==> config.mk <==
export PLATFORM = sky130hd
export DESIGN_NAME = pla_array
export DESIGN_NICKNAME = d
export VERILOG_FILES = /design/src/rtl/pla_pkg.sv /design/src/rtl/pla_row_store.sv /design/src/rtl/pla_and_plane.sv /design/src/rtl/pla_or_plane.sv /design/src/rtl/pla_array.sv
export SDC_FILE = /design/constraint.sdc
export NUM_CORES = 1
export LEC_CHECK = 0
export BUFFER_PORTS_ARGS = -buffer_cell sky130_fd_sc_hd__buf_2
export CAP_MARGIN = 20
export CORE_MARGIN = 1.5
export CORE_UTILIZATION = 40
export DETAILED_ROUTE_END_ITERATION = 12
export HOLD_SLACK_MARGIN = 0.1
export SLEW_MARGIN = 20
export SYNTH_ARGS = -nofsm -noshare
export SYNTH_HDL_FRONTEND = slang
export SYNTH_SLANG_ARGS = --single-unit
==> constraint.sdc <==
create_clock -name clk -period 3.35 [get_ports clk]
set_input_delay 0.1675 -clock clk [delete_from_list [all_inputs] [get_ports clk]]
set_output_delay 0.1675 -clock clk [all_outputs]
set_load 0.01 [all_outputs]
==> src/rtl/pla_pkg.sv <==
package pla_pkg;
  typedef enum logic [1:0] {
    LIT_OFF  = 2'b00,
    LIT_TRUE = 2'b01,
    LIT_COMP = 2'b10,
    LIT_ANY  = 2'b11
  } lit_e;

  // One literal: code bit 0 lets a high input pass, bit 1 lets a low input pass.
  function automatic logic lit_pass(input logic x, input logic [1:0] code);
    return x ? code[0] : code[1];
  endfunction
endpackage

==> src/rtl/pla_row_store.sv <==
module pla_row_store #(
  parameter int N_IN   = 3,
  parameter int N_TERM = 5,
  parameter int N_OUT  = 4,
  parameter int ROW_W  = 3
) (
  input  logic                                clk,
  input  logic                                rst,
  input  logic                                wr_en,
  input  logic [ROW_W-1:0]                    wr_row,
  input  logic [2*N_IN-1:0]                   wr_lits,
  input  logic [N_OUT-1:0]                    wr_mask,
  output logic [N_TERM-1:0][2*N_IN-1:0]       lits_q,
  output logic [N_TERM-1:0][N_OUT-1:0]        mask_q
);
  for (genvar t = 0; t < N_TERM; t++) begin : g_row
    always_ff @(posedge clk) begin
      if (rst) begin
        lits_q[t] <= '0;
        mask_q[t] <= '0;
      end else if (wr_en && (wr_row == ROW_W'(t))) begin
        lits_q[t] <= wr_lits;
        mask_q[t] <= wr_mask;
      end
    end
  end
endmodule

==> src/rtl/pla_and_plane.sv <==
module pla_and_plane
  import pla_pkg::*;
#(
  parameter int N_IN   = 3,
  parameter int N_TERM = 5
) (
  input  logic [N_IN-1:0]                    din,
  input  logic [N_TERM-1:0][2*N_IN-1:0]      lits,
  output logic [N_TERM-1:0]                  term
);
  for (genvar t = 0; t < N_TERM; t++) begin : g_term
    always_comb begin
      term[t] = 1'b1;
      for (int i = 0; i < N_IN; i++) begin
        term[t] = term[t] & lit_pass(din[i], lits[t][2*i +: 2]);
      end
    end
  end
endmodule

==> src/rtl/pla_or_plane.sv <==
module pla_or_plane #(
  parameter int N_TERM = 5,
  parameter int N_OUT  = 4
) (
  input  logic [N_TERM-1:0]              term,
  input  logic [N_TERM-1:0][N_OUT-1:0]   mask,
  output logic [N_OUT-1:0]               sum
);
  for (genvar o = 0; o < N_OUT; o++) begin : g_out
    logic [N_TERM-1:0] column;
    for (genvar t = 0; t < N_TERM; t++) begin : g_col
      assign column[t] = mask[t][o];
    end
    assign sum[o] = |(term & column);
  end
endmodule

==> src/rtl/pla_array.sv <==
module pla_array #(
  parameter int N_IN   = 3,
  parameter int N_TERM = 5,
  parameter int N_OUT  = 4,
  localparam int ROW_W = (N_TERM > 1) ? $clog2(N_TERM) : 1
) (
  input  logic                 clk,
  input  logic                 rst,
  input  logic                 cfg_valid,
  output logic                 cfg_ready,
  input  logic [ROW_W-1:0]     cfg_row,
  input  logic [2*N_IN-1:0]    cfg_lits,
  input  logic [N_OUT-1:0]     cfg_mask,
  input  logic                 cfg_commit,
  input  logic [N_IN-1:0]      din,
  output logic [N_OUT-1:0]     dout
);
  localparam logic [ROW_W:0] ROW_LIM = N_TERM[ROW_W:0];

  logic                                wr_hit;
  logic                                holding_q;
  logic [N_TERM-1:0][2*N_IN-1:0]       lits_q;
  logic [N_TERM-1:0][N_OUT-1:0]        mask_q;
  logic [N_TERM-1:0]                   term;
  logic [N_OUT-1:0]                    sum;

  assign cfg_ready = 1'b1;
  assign wr_hit    = cfg_valid && cfg_ready && ({1'b0, cfg_row} < ROW_LIM);

  always_ff @(posedge clk) begin
    if (rst)             holding_q <= 1'b0;
    else if (cfg_commit) holding_q <= 1'b0;
    else if (wr_hit)     holding_q <= 1'b1;
  end

  pla_row_store #(.N_IN(N_IN), .N_TERM(N_TERM), .N_OUT(N_OUT), .ROW_W(ROW_W)) u_store (
    .clk(clk), .rst(rst), .wr_en(wr_hit), .wr_row(cfg_row),
    .wr_lits(cfg_lits), .wr_mask(cfg_mask), .lits_q(lits_q), .mask_q(mask_q)
  );

  pla_and_plane #(.N_IN(N_IN), .N_TERM(N_TERM)) u_and (
    .din(din), .lits(lits_q), .term(term)
  );

  pla_or_plane #(.N_TERM(N_TERM), .N_OUT(N_OUT)) u_or (
    .term(term), .mask(mask_q), .sum(sum)
  );

  assign dout = holding_q ? '0 : sum;
endmodule

==> impl_results.md, run 1 <==
* Worst IR Drop VDD at 0.294 mV
* Inserted Diodes at 0
* Met3 Usage GRT at roughly 4.0%
* FILL cells at 546
* Number of global-route vias before repair at about 1.7k
* First-pass GRT wire length at 8.49 mm
* Setup CP Type: reg2out
* PwrDens at around 470 nW/um^2
* Clk Latency, worst-skew pair at around 0.3 ns
* Worst path arrival time at 1.76 ns
* Starting Density at 42.0%
* Syn_nets at 288
* First-pass DRT Iterations at 5
* Net Sw Power at 0.258 mW
* Max Freq at 518 MHz
* Max cap viols at 0
* Core area at 5140 sq um
* Mapped Area at around 2200 sq um
* Non-Filler Instances at 351
* Die X at 76.5 um
* Clk network pwr share at between 30% and 40%
* Crit end category: output pin
* Number of remaining DRC errors at 0
* Worst path cell trace: mux2i_1, nor3_1, a22oi_1, a21oi_1, buf_2
* Routed via count at between 1.5k and 2k
* Die H at 76.5 um
* All-layer global routing usage at 18.5%
* Status: completed
* Leakage power total at just over 0.8 nW
* Post-CTS setup buffer count at 0
* Crit path setup slack, layout at 1.42 ns
* Top Usage Layer GRT: met2
* Post-Route WL at 5.17 mm
* Root buffer cell: clkbuf_8
* Drt wl/cell at 14.7 um
* Pin slew with the least headroom to its limit at 0.955 ns
* Sequential share of power at 55.8%
* Avg Vias per Cell at 5.19
* FF/Latch Area at 1020 sq um
* Post-cts sizing count at 0
* Worst hold path class: in2reg
* Met2 usage at 29.9%
* Final setup vio count at 0
* Final hold vios at 0
* Sw Share at a little under a quarter
* Unrepaired setup endpoints after global routing: no
* Most frequent cells in the layout: nand2_1, a21oi_1, dfxtp_1, buf_2, mux2i_1
* Starting DRT DRC Count at 160
* DP Cell Count at 343
* Htree depth at 2
* Hpwl dp at roughly 3.6 mm
* Int Power at slightly below 0.9 mW
* Worst-path clk slew at 0.09 ns
* PortBufs at 23
* Synth warn at 0
* Crit. Startpoint: u_store.lits_q[24]
* I/O pin cnt at 25
* TritonCTS clock tree: yes
* Worst hold slack at 0.148 ns
* Seq/Total Area, Yosys at 47.3%
* PnR Total Power at 1.12 mW
* # nets final at 301
* Overflow after GRT at 0
* CP required at 3.18 ns
* FP Rows at 26
* Yosys reg bits at 51
* CTS Buf Count at 5
* Die footprint at 5850 sq um
* Final ANT Viol Nets at 0
* Initial antenna violation count at 0
* Area growth syn-to-layout at 9.57%
* Worst path max stage delay at 0.53 ns
* Multi-input logic area at 1030 sq um
* Final Skew at 0 ns
* Yosys cell types at 23
* Met1 Use GR at 24.3%
* Tmin final at approximately 1.9 ns
* Rel. slew slack at between 30% and 40%
* Combinational share of power at between 7 and 8%
* CTS max path bufs at 2
* Reg2reg start: holding_q
* Share of the synthesized area in the top cell type at 47.3%
* Layout cells sized above 1 at 13.9%
* Pre-CTS WS at 1.70 ns
* Setup_tns at 0 ns
* Routability cong. at 0.846
* Most common cell after layout, fill and taps aside: nand2_1
* Final Instance Area at about 2400 sq um
* Mapped Cells at 268
* Critical path's slowest cell: nor3_1
* Largest net degree at the start of global routing at 52
* CTS sink cnt at just over 50
* Area leader, netlist: dfxtp_1
* Tcrit/Tclk final at between 50% and 60%
* Synth area leaders: dfxtp_1, nand2_1, a21oi_1, mux2i_1, a222oi_1
* Worst Hold Launch: cfg_mask[2]
* Critical path startpoint category: flip-flop
* Slew Limit Fails at 0
* Crit path max fanout at 4
* Syn_area_per_cell at a little over 8 sq um
* Dpl cell area at 2250 sq um
* Post-route core utilization at 46.0%
==> worst paths after layout <==
| path | endpoint | slack [ns] | cells past startpoint |
|---|---|---|---|
| setup / recovery | dout[1] | 1.42 | 5 |
| hold / removal | u_store.mask_q[14] | 0.15 | 3 |
| setup reg to reg | holding_q | 2.66 | 2 |
| hold reg to reg | u_store.lits_q[6] | 0.46 | 2 |
==> kinds of logic after synthesis <==
kind of cell           count (synthesis)  share of synthesized area, %
flip-flops                            51                          47.3
other                                  1                         0.174
AO/OA/AOI/OAI                         64                          16.2
buffers and inverters                 18                          5.04
AND/OR/NAND/NOR                      119                          24.3
multiplexers                          15                          6.96
==> synthesized netlist by cell type <==
library cell,count
dfxtp_1,51
nor3_2,4
nor3b_4,1
o21ai_0,1
buf_2,5
nor2_2,2
nand2b_1,1
a21oi_1,55
conb_1,1
clkbuf_1,5
buf_6,3
nand2_1,101
nor3_1,4
or3b_1,1
buf_4,3
clkbuf_2,1
or3_1,2
buf_1,1
or2_2,2
a22oi_1,4
nand2b_4,1
a222oi_1,4
mux2i_1,15
==> layer usage <==
layer	up-vias	share of wire, %
met2	46	47
met4	0	1.8
met3	10	5.0
li1	920	-
met5	-	0
met1	845	46
==> worst max-delay path, delay by kind of cell, from the launching register on <==
family          cells  cell delay [ns]
flops               1             0.36
compound gates      2             0.34
simple gates        1             0.53
mux                 1             0.08
buf+inv             1             0.15
==> layout make-up <==
class,instances,share of cell area [%]
clock inverters,1,1.27
repair buffers,24,5.29
multi-input cells,199,43.5
flip-flops and latches,51,43.2
clock buffers,6,3.07
well taps,70,3.70
==> timing repair <==
action / 4_1_cts / 5_1_grt
endpoints found under the hold margin: 1 / 0
setup endpoints to repair: 0 / 0
hold buffers: 1 / 0
==> sequential cells by signal (all words and copies together), names as in the netlist <==
signal / count
u_store.mask_q: 20
u_store.lits_q: 30
holding_q: 1
==> power by group through the flow <==
stage | combinational (mW) | clock (mW) | sequential (mW)
2_1_floorplan | 0.0555 | 0 | 0.638
3_3_place_gp | 0.0775 | 0 | 0.641
3_5_place_dp | 0.0782 | 0 | 0.641
4_1_cts | 0.0794 | 0.422 | 0.627
5_1_grt | 0.0876 | 0.447 | 0.628
6_report | 0.0794 | 0.417 | 0.626
Note: power is estimated with default switching activity, not from simulation.
==> run 2: changes to the inputs <==
==> constraint.sdc (replaced) <==
create_clock -name clk -period 1.65 [get_ports clk]
set_input_delay 0.0825 -clock clk [delete_from_list [all_inputs] [get_ports clk]]
set_output_delay 0.0825 -clock clk [all_outputs]
set_load 0.01 [all_outputs]
==> impl_results.md, run 2 (synthesized netlist as in run 1, its figures left out) <==
* TritonCTS clock tree: yes
* FP Rows at 26
* Die footprint at 5850 sq um
* CP required at 1.57 ns
* CTS sink cnt at 51
* Largest registers: u_store.lits_q x30, u_store.mask_q x20, holding_q x1
* Max reg flops at 30
* Reg2reg start: holding_q
* Tcrit/Tclk final at 99.2%
* Most frequent cells in the layout: nand2_1, a21oi_1, dfxtp_1, buf_2, mux2i_1
* # nets final at 319
* Post-route core utilization at 49.9%
* CTS Buf Count at 5
* Crit path to: dout[0]
* Largest net degree at the start of global routing at 30
* Worst hold slack at between 0.2 and 0.25 ns
* All-layer global routing usage at between 10% and 20%
* Final Skew at 0 ns
* Max Freq at approximately 610 MHz
* Starting Density at between 40% and 50%
* Status: completed
* Reg-to-reg endpoint: holding_q
* Worst-path clk slew at 0.09 ns
* Crit. Startpoint: u_store.lits_q[12]
* Inserted Diodes at 0
* Slew Limit Fails at 0
* Final ANT Viol Nets at 0
* Number of remaining DRC errors at 0
* Die X at ~76 um
* Htree depth at 2
* Core area at 5140 sq um
* Setup CP Type: reg2out
* First-pass GRT wire length at 8.97 mm
* Tmin final at 1.64 ns
* Routed via count at 1,866
* R2R depth at 3
* PortBufs at 23
* Critical path startpoint category: flip-flop
* CTS max path bufs at 2
* Post-Route WL at 5.49 mm
* Dpl cell area at 2310 sq um
* Leakage power total at 0.900 nW
* Starting DRT DRC Count at 101
* Routability cong. at 0.742
* Clk Latency, worst-skew pair at 0.30 ns
* Number of global-route vias before repair at between 1.5k and 2k
* Avg Vias per Cell at 5.06
* Final hold vios at 0
* Root buffer cell: clkbuf_8
* Final setup vio count at 0
* Layout cells sized above 1 at roughly a fifth
* Area growth syn-to-layout at 18.8%
* R2R setup slack at around 0.39 ns
* Max cap viols at 0
* I/O pin cnt at 25
* Final Instance Area at 2560 sq um
* PnR Total Power at 2.31 mW
* Largest reg by FF count: u_store.lits_q
* Worst path arrival time at 1.55 ns
* Initial antenna violation count at 0
* Hpwl dp at roughly 3.7 mm
* Drt wl/cell at 14.9 um
* Crit end category: output pin
* First-pass DRT Iterations at 5
* Worst hold path class: in2reg
* Unrepaired setup endpoints after global routing: yes
* Overflow after GRT at 0
* Worst IR Drop VDD at 0.432 mV
* PwrDens at 903 nW/um^2
* Most common cell after layout, fill and taps aside: nand2_1
* Crit path max fanout at 4
* Die H at roughly 76 um
## run 2: cell types whose count changed in the layout (fill, tap and decap cells not counted), moves of 2 or more
cell | previous run | this run
nor3_2 | 4 | 6
dfxtp_1 | 51 | 43
dlygate4sd3_1 | 1 | 12
nor3_1 | 4 | 2
buf_4 | 0 | 6
dfxtp_2 | 0 | 8
## run 2: power breakdown
part           switching, mW  internal (mW)
clock network          0.405          0.445
registers             0.0149           1.26
logic                  0.113         0.0798
## run 2: worst max-delay path: stages (launching register included)
cell      delay [ns]
dfxtp_2         0.33
mux2i_1         0.19
nor3_2          0.11
a222oi_1        0.36
a21oi_1         0.11
buf_2           0.15
## run 2: stage by stage
step	setup slack (ns)	instances	TNS, ns
after global placement	0.241	349	0
after floorplan	0.496	268	0
after CTS	-0.00183	369	-0.00183
final	0.0138	369	0
after global routing	-0.159	369	-0.472
after detailed placement	0.215	349	0
## run 2: metal layers
metal  routed length [um]  track usage (%)
met4                   94             5.93
met5                    0                0
met3                  167             3.59
met1                 2670             26.0
met2                 2560             33.1
## run 2: layout make-up
cell class                      instances  area [sq um]
Fill cell                             532          2580
Multi-Input combinational cell        199          1040
Sequential cell                        51          1030
Timing Repair Buffer                   42           300
Tap cell                               70          87.6
Clock buffer                            6          72.6
Clock inverter                          1          30.0
## run 2: worst min-delay path by stage
stage / from / to / slack [ns] / cells past startpoint
final: rst / u_store.mask_q[4] / 0.22 / 2
after global routing: rst / u_store.mask_q[15] / 0.23 / 2
after CTS: rst / u_store.mask_q[19] / 0.22 / 2
after detailed placement: cfg_commit / holding_q / 0.25 / 2
after global placement: cfg_commit / holding_q / 0.25 / 2
after floorplan: cfg_commit / holding_q / 0.16 / 1
## run 2: timing repair
action                                  CTS  global route
pin swaps                                 5             6
hold endpoints to repair                 50             0
cloned                                    0             0
gates resized for setup                   6             5
hold buffers                             12             0
setup buffers                             2             0
endpoints found under the setup margin    4             4
==> run 3: changes to the inputs <==
--- a/config.mk
+++ b/config.mk
@@ -5,10 +5,12 @@
 export SDC_FILE = /design/constraint.sdc
 export NUM_CORES = 1
 export LEC_CHECK = 0
+export ABC_AREA = 1
 export BUFFER_PORTS_ARGS = -buffer_cell sky130_fd_sc_hd__buf_2
 export CAP_MARGIN = 20
 export CORE_MARGIN = 1.5
 export CORE_UTILIZATION = 40
+export CTS_BUF_LIST = sky130_fd_sc_hd__clkbuf_4 sky130_fd_sc_hd__clkbuf_8 sky130_fd_sc_hd__clkbuf_16
 export DETAILED_ROUTE_END_ITERATION = 12
 export HOLD_SLACK_MARGIN = 0.1
 export SLEW_MARGIN = 20
==> impl_results.md, run 3 <==
* Setup CP Type: reg2out
* Max Freq at 655 MHz
* Worst-path clk slew at 0.09 ns
* Inserted Diodes at 0
* Non-Filler Instances at 418
* Final Instance Area at 2580 sq um
* Share of the synthesized area in the top cell type at a little under half
* Drt wl/cell at 14.3 um
* Avg Vias per Cell at ~5
* Number of remaining DRC errors at 0
* CTS max path bufs at 2
* Core area at 5200 sq um
* DP Cell Count at 400
* Area growth syn-to-layout at 17.3%
* Leakage power total at 1.00 nW
* Max cap viols at 0
* Dpl cell area at 2370 sq um
* Met3 Usage GRT at 3.69%
* Root buffer cell: clkbuf_8
* Tcrit/Tclk final at between 90% and 100%
* Hpwl dp at approximately 4.2 mm
* Worst hold path class: in2reg
* Mapped Cells at 314
* Syn_area_per_cell at 7.01 sq um
* Clk Latency, worst-skew pair at 0.30 ns
* First-pass GRT wire length at 9.65 mm
* Starting DRT DRC Count at 168
* Largest net degree at the start of global routing at 52
* PortBufs at 23
* Die X at 77.2 um
* Routability cong. at 0.868
* Worst path most repeated cell: nor2_1
* Area leader, netlist: dfxtp_1
* Htree depth at 2
* Unrepaired setup endpoints after global routing: no
* Critical path startpoint category: flip-flop
* Top_reg_cell synth: dfxtp_1
* Most common cell after layout, fill and taps aside: nand2_1
* Worst path cell trace: inv_1, o21ai_1, nand4_1, nand2_1, nor2_1, nor2_1, buf_2
* Met2 usage at 35.0%
* Status: completed
* Post-route core utilization at 49.6%
* Ys async rst share at 0%
* Max reg flops at 30
* Number of global-route vias before repair at 1,981
* CP required at 1.57 ns
* EDFF count, synth at 0
* Worst path arrival time at 1.44 ns
* FP Rows at 26
* Most numerous cell in the Yosys netlist: nand2_1
* PwrDens at roughly 860 nW/um^2
* Clk network pwr share at 33.8%
* Largest reg by FF count: u_store.lits_q
* All-layer global routing usage at 20.8%
* Sw Share at 25.6%
* Tmin final at 1.53 ns
* Largest registers: u_store.lits_q x30, u_store.mask_q x20, holding_q x1
* Net Sw Power at 0.569 mW
* Most common library cells after synthesis: nand2_1, dfxtp_1, a21oi_1, nand4_1, nor2_1
* Layout cells sized above 1 at 12.6%
* Post-Route WL at 6.00 mm
* Mapped Area at 2200 sq um
* Critical path's slowest cell: dfxtp_1
* Initial antenna violation count at 0
* Sequential share of power at 57.4%
* Final Skew at 0 ns
* Starting Density at between 40% and 50%
* Slew Limit Fails at 0
* Worst IR Drop VDD at approximately 0.55 mV
* Most frequent cells in the layout: nand2_1, dfxtp_1, a21oi_1, buf_2, nand4_1
* TritonCTS clock tree: yes
* Worst path max stage delay at 0.32 ns
* Delay-heaviest family, CP: simple AND/OR/NAND/NOR gates
* Combinational share of power at 8.7%
* Yosys reg bits at 51
* Final hold vios at 0
* Final setup vio count at 0
* Crit end category: output pin
* Int Power at between 1.5 and 2 mW
* Routed via count at 2,125
* Synth warn at 0
* CTS Buf Count at 5
* Setup_tns at 0 ns
* Buf/Inv on CP at 2
* Yosys cell types at 19
* Die H at 77.2 um
* Syn_nets at between 300 and 400
* # nets final at 367
* Top Usage Layer GRT: met2
* Overflow after GRT at 0
* Crit path max fanout at 4
* Met1 Use GR at 27.6%
* Synth area leaders: dfxtp_1, nand2_1, a21oi_1, nand4_1, nor2_1
* I/O pin cnt at 25
* Seq/Total Area, Yosys at 46.4%
* First-pass DRT Iterations at 4
* CTS sink cnt at a little over 50
* Final ANT Viol Nets at 0
* Die footprint at 5960 sq um
-- run 3: cell count changes after synthesis, moves of 9 or more --
cell,delta
nand2_1,+33
nand4_1,+20
nor2_1,+16
mux2i_1,-15
inv_1,+10
a21oi_1,-9
-- run 3: power groups by stage --
stage	Clock [mW]	Combinational [mW]	Sequential [mW]
global route	0.814	0.216	1.28
finish	0.751	0.194	1.27
detailed placement	0	0.173	1.30
CTS	0.762	0.191	1.27
global placement	0	0.171	1.30
floorplan	0	0.100	1.30
-- run 3: layer usage --
layer	vias to the layer above	share of wire, %
met5	-	0
met3	7	4.1
met2	47	47
met4	0	1.1
li1	1091	-
met1	980	48
-- run 3: what timing repair did --
action,in CTS,in global routing
resized for setup,0,4
setup endpoints to repair,0,4
hold buffers,10,0
buffers inserted,0,0
hold endpoints to repair,45,0
-- run 3: layout make-up --
class,count,area [sq um]
tap,70,87.6
clock inverter,2,17.5
sequential,51,1020
timing repair buffer,39,273
inverter,15,56.3
clock buffer,6,76.3
fill,573,2620
multi-input combinational,235,1050
-- run 3: final timing paths --
check | start | end | slack [ns] | depth (start not counted)
min | cfg_lits[1] | u_store.lits_q[7] | 0.13 | 3
min reg2reg | u_store.lits_q[7] | u_store.lits_q[7] | 0.47 | 2
max reg2reg | holding_q | holding_q | 0.95 | 2
max | u_store.lits_q[7] | dout[2] | 0.12 | 7
-- run 3: tightest hold or removal path: cells and delay by family --
family	cells	cell delay [ns]
buf+inv	1	0.14
simple gates	1	0.11
compound gates	1	0.05
-- run 3: per-stage QoR --
step           setup slack (ns)  hold slack (ns)  total power, mW
2_1_floorplan             0.653            0.162             1.40
3_3_place_gp              0.412            0.252             1.47
3_5_place_dp              0.401            0.251             1.48
4_1_cts                  0.0708            0.117             2.23
5_1_grt                 0.00138            0.144             2.31
6_report                  0.124            0.127             2.22
-- run 3: kinds of logic (layout without fill, tap and decap cells) --
family	count (synthesis)	after routing	share of synthesized area, %
buffers and inverters	28	62	6.59
AOI/OAI and AO/OA	57	57	14.0
DFF	51	51	46.4
and+or+nand+nor	177	177	32.9
other	1	1	0.170
